File: config.mk
export PLATFORM = sky130hd
export DESIGN_NAME = fp_cmp64
export DESIGN_NICKNAME = d
export VERILOG_FILES = /design/src/rtl/fp_cmp64.sv
export SDC_FILE = /design/constraint.sdc
export NUM_CORES = 1
export LEC_CHECK = 0
export ABC_AREA = 1
export ABC_CLOCK_PERIOD_IN_PS = 900
export BUFFER_PORTS_ARGS = -buffer_cell sky130_fd_sc_hd__buf_4
export CAP_MARGIN = 20
export CORE_MARGIN = 2
export CORE_UTILIZATION = 30
export DETAILED_ROUTE_END_ITERATION = 12
export MAX_ROUTING_LAYER = met4
export PLACE_DENSITY = 0.58
export SYNTH_ARGS = -nofsm -noshare
export SYNTH_HDL_FRONTEND = slang
export SYNTH_SLANG_ARGS = --single-unit
File: constraint.sdc
create_clock -name clk -period 0.9 [get_ports clk]
set_input_delay 0.09 -clock clk [delete_from_list [all_inputs] [get_ports clk]]
set_output_delay 0.09 -clock clk [all_outputs]
set_load 0.01 [all_outputs]
File: src/rtl/fp_cmp64.sv
module fp_cmp64 #(
  parameter int EXP_W = 11,
  parameter int FRAC_W = 52,
  localparam int W = EXP_W + FRAC_W + 1
) (
  input  logic         clk,
  input  logic         rst_n,
  input  logic         vld_i,
  input  logic         ordered_i,
  input  logic [W-1:0] opa_i,
  input  logic [W-1:0] opb_i,
  output logic         res_vld_o,
  output logic [3:0]   cc_o,
  output logic         snan_inv_o,
  output logic         cmp_inv_o
);
  localparam int MAG_W = W - 1;

  logic sa, sb;
  logic [MAG_W-1:0] ma, mb;
  assign sa = opa_i[W-1];
  assign sb = opb_i[W-1];
  assign ma = opa_i[MAG_W-1:0];
  assign mb = opb_i[MAG_W-1:0];

  logic nan_a, nan_b, snan_a, snan_b, zero_a, zero_b;
  assign nan_a  = (&opa_i[W-2:FRAC_W]) && (|opa_i[FRAC_W-1:0]);
  assign nan_b  = (&opb_i[W-2:FRAC_W]) && (|opb_i[FRAC_W-1:0]);
  assign snan_a = nan_a && !opa_i[FRAC_W-1];
  assign snan_b = nan_b && !opb_i[FRAC_W-1];
  assign zero_a = (ma == '0);
  assign zero_b = (mb == '0);

  logic any_nan;
  logic [3:0] cc_n;
  assign any_nan = nan_a || nan_b;

  always_comb begin
    if (any_nan)                 cc_n = 4'b0001;
    else if (zero_a && zero_b)   cc_n = 4'b0010;
    else if (sa != sb)           cc_n = sa ? 4'b1000 : 4'b0100;
    else if (ma == mb)           cc_n = 4'b0010;
    else if ((ma < mb) ^ sa)     cc_n = 4'b1000;
    else                         cc_n = 4'b0100;
  end

  always_ff @(posedge clk or negedge rst_n) begin
    if (!rst_n) begin
      res_vld_o  <= 1'b0;
      cc_o       <= '0;
      snan_inv_o <= 1'b0;
      cmp_inv_o  <= 1'b0;
    end else begin
      res_vld_o <= vld_i;
      if (vld_i) begin
        cc_o       <= cc_n;
        snan_inv_o <= snan_a || snan_b;
        cmp_inv_o  <= ordered_i && any_nan;
      end
    end
  end

  p_onehot_r1: assert property (@(posedge clk) disable iff (!rst_n)
    res_vld_o |-> $onehot(cc_o));
  p_snan_unord_r3: assert property (@(posedge clk) disable iff (!rst_n)
    (res_vld_o && snan_inv_o) |-> cc_o == 4'b0001);
  p_inv_unord_r4: assert property (@(posedge clk) disable iff (!rst_n)
    (res_vld_o && cmp_inv_o) |-> cc_o == 4'b0001);
  p_quiet_noinv_r4: assert property (@(posedge clk) disable iff (!rst_n)
    (vld_i && !ordered_i) |=> !cmp_inv_o);
  p_vld_lat_r9: assert property (@(posedge clk) disable iff (!rst_n)
    vld_i |=> res_vld_o);
  p_novld_r9: assert property (@(posedge clk) disable iff (!rst_n)
    !vld_i |=> !res_vld_o);
  p_zero_eq_r5: assert property (@(posedge clk) disable iff (!rst_n)
    (vld_i && opa_i[W-2:0] == '0 && opb_i[W-2:0] == '0) |=> cc_o == 4'b0010);
endmodule

# ---- After elaboration in Yosys (flattened, before gate mapping)
# Cells that the tools add are included.
dict set report totals {
  regBits 7
}
dict set report classes {
  n_reduce_logical 16
  order_cmp 1
  n_mux 6
  eq_ne 2
  n_bitwise 1
}
# cell count
set ops {}
lappend ops {{logical NOT 63 bit} 2}
lappend ops {{OR reduction 52 bit} 2}
lappend ops {{equality test 63 bit} 1}
lappend ops {{< comparator 63 bit} 1}
lappend ops {{two-way mux 4 bit} 6}
lappend ops {{AND reduction 11 bit} 2}
lappend ops {{logical AND 1 bit} 6}
lappend ops {{logical NOT 1 bit} 2}
lappend ops {{logical OR 1 bit} 2}
lappend ops {{inequality test 1 bit} 1}
lappend ops {{bitwise XOR 1 bit} 1}

# ---- Longest topological paths before layout
dict set report logic_depth {
  depth_word 7
  mapped_depth 18
}

# ---- Worst setup path after synthesis
# No wires, ideal clock.
dict set report synth_timing {
  kind {input to register}
  start {input opb_i[14]}
  end {register cc_o[2]}
  cell_stages 17
  arrival_ps 1263
  setup_slack_ps -479
  path_cell_list {inv_2 -> ha_1 -> nand2_1 -> nor2_2 -> nand2_2 -> nor2_1 -> nor2_1 -> nand2_1 -> nand2_1 -> nand2_1 -> nand2_2 -> nand2_2 -> nand2_2 -> nand3_1 -> nand2_1 -> nand2_1 -> nand2_1}
}
dict set report synth_between {
  elab_chain_cells 7
  word_cells_on_any_way 13
  classes_between {1 x order compare; 1 x eq/ne; 5 x mux; 1 x bitwise; 5 x reduce/logical}
}
# item line
set synth_lines {}
lappend synth_lines {{start: declaration} 11} ;# input logic [W-1:0] opb_i,
lappend synth_lines {{< comparator 63 bit} 43} ;# else if ((ma < mb) ^ sa) cc_n = 4'b1000;
lappend synth_lines {{bitwise XOR 1 bit} 43}
lappend synth_lines {{two-way mux 4 bit} 43}
lappend synth_lines {{two-way mux 4 bit} 42} ;# else if (ma == mb) cc_n = 4'b0010;
lappend synth_lines {{two-way mux 4 bit} 41} ;# else if (sa != sb) cc_n = sa ? 4'b1000 : 4'b0100;
lappend synth_lines {{two-way mux 4 bit} 40} ;# else if (zero_a && zero_b) cc_n = 4'b0010;
lappend synth_lines {{two-way mux 4 bit *} 39} ;# if (any_nan) cc_n = 4'b0001;
lappend synth_lines {{end signal: assignment} 56} ;# cc_o <= cc_n;
lappend synth_lines {{end: declaration} 13} ;# output logic [3:0] cc_o,
# Every way passes the cells marked *; elsewhere a longest branch is shown, timed or not.
# A chain may end at the register's enable or synchronous reset.

# ---- Worst setup path after layout
dict set report layout_timing {
  start {input opb_i[54]}
  end {register cc_o[2]}
}
# Same word-level chain as after synthesis.

==> flow_summary.ini <==
[status]
status = complete, but fails checks
violations = negative setup slack

[placed_design]
dp_slack_ns = -0.822
gp_congestion = 0.829
hpwlAfterDp_um = 8050
placed_area_sq_mm = 0.00456
io_buffers = 138

[routing]
vias = 3444
drc = 0
drt_pre_antenna_iters = 4
drt_wl_total_um = 9090
viasPerCell = 4.60
drt-initial-drc-count = 67
wl_per_cell_um = 12.1
drt.antenna.violating_nets = 0

[finish]
fillers = 867
final_nets = 836
layout-drive-gt1-share_pct = 52.0
syn_to_final_growth_pct = 92.2
diodes = 0
postLayoutCellArea_sq_mm = 0.00503

[pwr]
sw_frac_of_total_pct = 39.0
pwr-share-comb_pct = 72.7
power_leakage_nw = 2.56
pwr-share-clk_pct = 15.1
seqPwrFrac_pct = 12.2
power_density_mw_per_mm2 = 567
p_int_mw = 1.74
ir_worst_vdd_mv = 0.288
power_mw = 2.86
p_switching_mw = 1.11

[yosys]
yosysMostFrequentCell = nand2_1
synth_edf_count = 0
synth_top_family_by_area = simple AND/OR/NAND/NOR gates
ys_async_sr_fraction_pct = 100
yosysTopAreaCell = ha_1
synth_fa_ha_area_share_pct = 30.1
synth_xor_xnor_area_share_pct = 0
synth_cell_type_count = 26
synth_seq_area_share_pct = 6.69
ys_top_cells_by_area = ha_1 30%, nand2_1 17%, inv_1 11%
synth_area_sq_mm = 0.00262
synthCells = 450
synthFlopType = dfrtp_1
yosysWarnings = 0
syn_avg_cell_area_sq_um = 5.82
ys_seq_elements = 7
synthSimpleGateAreaFrac_pct = 42.9
synth_compound_area_share_pct = 6.69
synth_commonest_cells = 116 x nand2_1, 74 x inv_1, 67 x nor2_1
synthMuxAreaShare_pct = 0
synth_top_area_share_pct = 30.1
synth_fp_nets = 645

[setup_path]
r2r_setup_slack_ns = 0.26
cp_data_required_time_ns = 1.02
crit_type = in -> reg
cp-start-kind = input port
cp.arrival_ns = 1.53
end_kind = register
critPathMaxFanout = 2

[grt]
grt_max_degree = 8
grt_usage_pct = 18.9
overflow = 0
grt_pass1_vias = 3430
grt_pass1_wl_um = 14800
grt_antenna_before_repair = 0

[floorplan]
core_sq_mm = 0.00859
fp-row-count = 34
ios = 139
start_util_pct = 30.5
die_area_sq_mm = 0.00950
die_w_um = 97.5
die_y_um = 97.5

[cts]
htree_levels = 1
clk_latency_ns = 0.23
cts_tree = done
clk_path_buf_depth = 2
cts_root_buf = clkbuf_8
clkTransAtPathRegs_ns = 0.04
cts_made_buffers = 3
cts_sinks = 7

[timing]
worstMarginPinSlew_ns = 0.317
setup_tns_ns = -2.17
rsz0062_at_grt = true
drv_slew = 0
skew_ns = 0
final-setup-viol-count = 6
hold_slack_ns = 0.0383
max_freq_ghz = 0.708
slew-limit-headroom_pct = 78.7
fin_crit_sh_pct = 157
min_period_ns = 1.41
finalHoldViolCount = 0
fin_ws_ns = -0.513

[run]
cap_violations = 0

[worst_hold_path]
min_path_type = in -> reg
-- area by class of cell --
class / instances / area, sq um / share of cell area, %
Inverter: 95 / 417 / 8.28
Sequential cell: 7 / 175 / 3.48
Multi-Input combinational cell: 348 / 2800 / 55.6
Clock buffer: 4 / 45.0 / 0.895
Timing Repair Buffer: 186 / 1460 / 29.1
Tap cell: 108 / 135 / 2.68
-- metrics by stage --
step,std cells,utilization [%]
5_1_grt,748,58.6
3_5_place_dp,741,53.0
3_3_place_gp,741,53.0
4_1_cts,748,56.2
6_report,748,58.6
2_1_floorplan,450,-
-- placed cells by master (no fill, tap or decap), drive strengths merged, types with 2 or more instances in the layout --
cell type,count
nand4,18
clkbuf,4
nand3,20
nor4,8
or2,2
buf,185
ha,63
inv,95
nor3,8
nand2,121
o21ai,4
dfrtp,7
a21oi,22
nor2,73
a21o,4
-- flip-flops by register name, summed over array words and instances, names as in the netlist --
| signal | cells |
|---|---|
| res_vld_o | 1 |
| snan_inv_o | 1 |
| cmp_inv_o | 1 |
| cc_o | 4 |
-- kinds of logic (layout without fill, tap and decap cells) --
kind of cell | Yosys count | in the layout
DFF | 7 | 7
adders and majority gates | 63 | 63
and+or+nand+nor | 253 | 253
AOI/OAI and AO/OA | 32 | 32
buffers and inverters | 95 | 285
-- power by group through the flow --
| stage | logic [mW] | clock network [mW] | registers [mW] |
|---|---|---|---|
| 2_1_floorplan | 0.879 | 0 | 0.362 |
| 3_3_place_gp | 1.82 | 0 | 0.351 |
| 3_5_place_dp | 1.86 | 0 | 0.351 |
| 4_1_cts | 1.98 | 0.451 | 0.347 |
| 5_1_grt | 2.33 | 0.475 | 0.351 |
| 6_report | 2.08 | 0.431 | 0.347 |
-- routing by layer --
layer / part of all wire, % / GRT usage [%] / vias up
met5: 0 / - / -
met3: 6.5 / 3.24 / 0
met2: 51 / 34.3 / 92
met1: 43 / 23.0 / 1529
met4: 0 / 0.962 / 0
li1: - / - / 1823
-- critical path, stage by stage --
cell     delay [ns]
buf_8          0.08
inv_4          0.03
ha_4           0.27
nand2_4        0.06
nor2_4         0.14
nand4_4        0.12
buf_6          0.15
nor3_4         0.17
nand2_2        0.09
nand2_2        0.07
nand2_2        0.06
nand3_2        0.05
nand2_1        0.05
nand2_1        0.05
nand2_1        0.05
-- worst paths after layout --
path / from / to / cells past startpoint
setup / recovery: opb_i[54] / cc_o[2] / 15
setup reg to reg: snan_inv_o / snan_inv_o / 1
max in group asynchronous: rst_n / res_vld_o / 2
hold reg to reg: snan_inv_o / snan_inv_o / 1
min in group asynchronous: rst_n / cc_o[0] / 2
hold / removal: vld_i / res_vld_o / 1
-- what timing repair did --
item,4_1_cts,5_1_grt
pin swaps,19,18
hold buffers,1,0
gates resized for setup,45,42
endpoints found under the setup margin,6,6
hold endpoints to repair,7,0
setup buffers,2,0
Note: power is estimated with default switching activity, not from simulation.
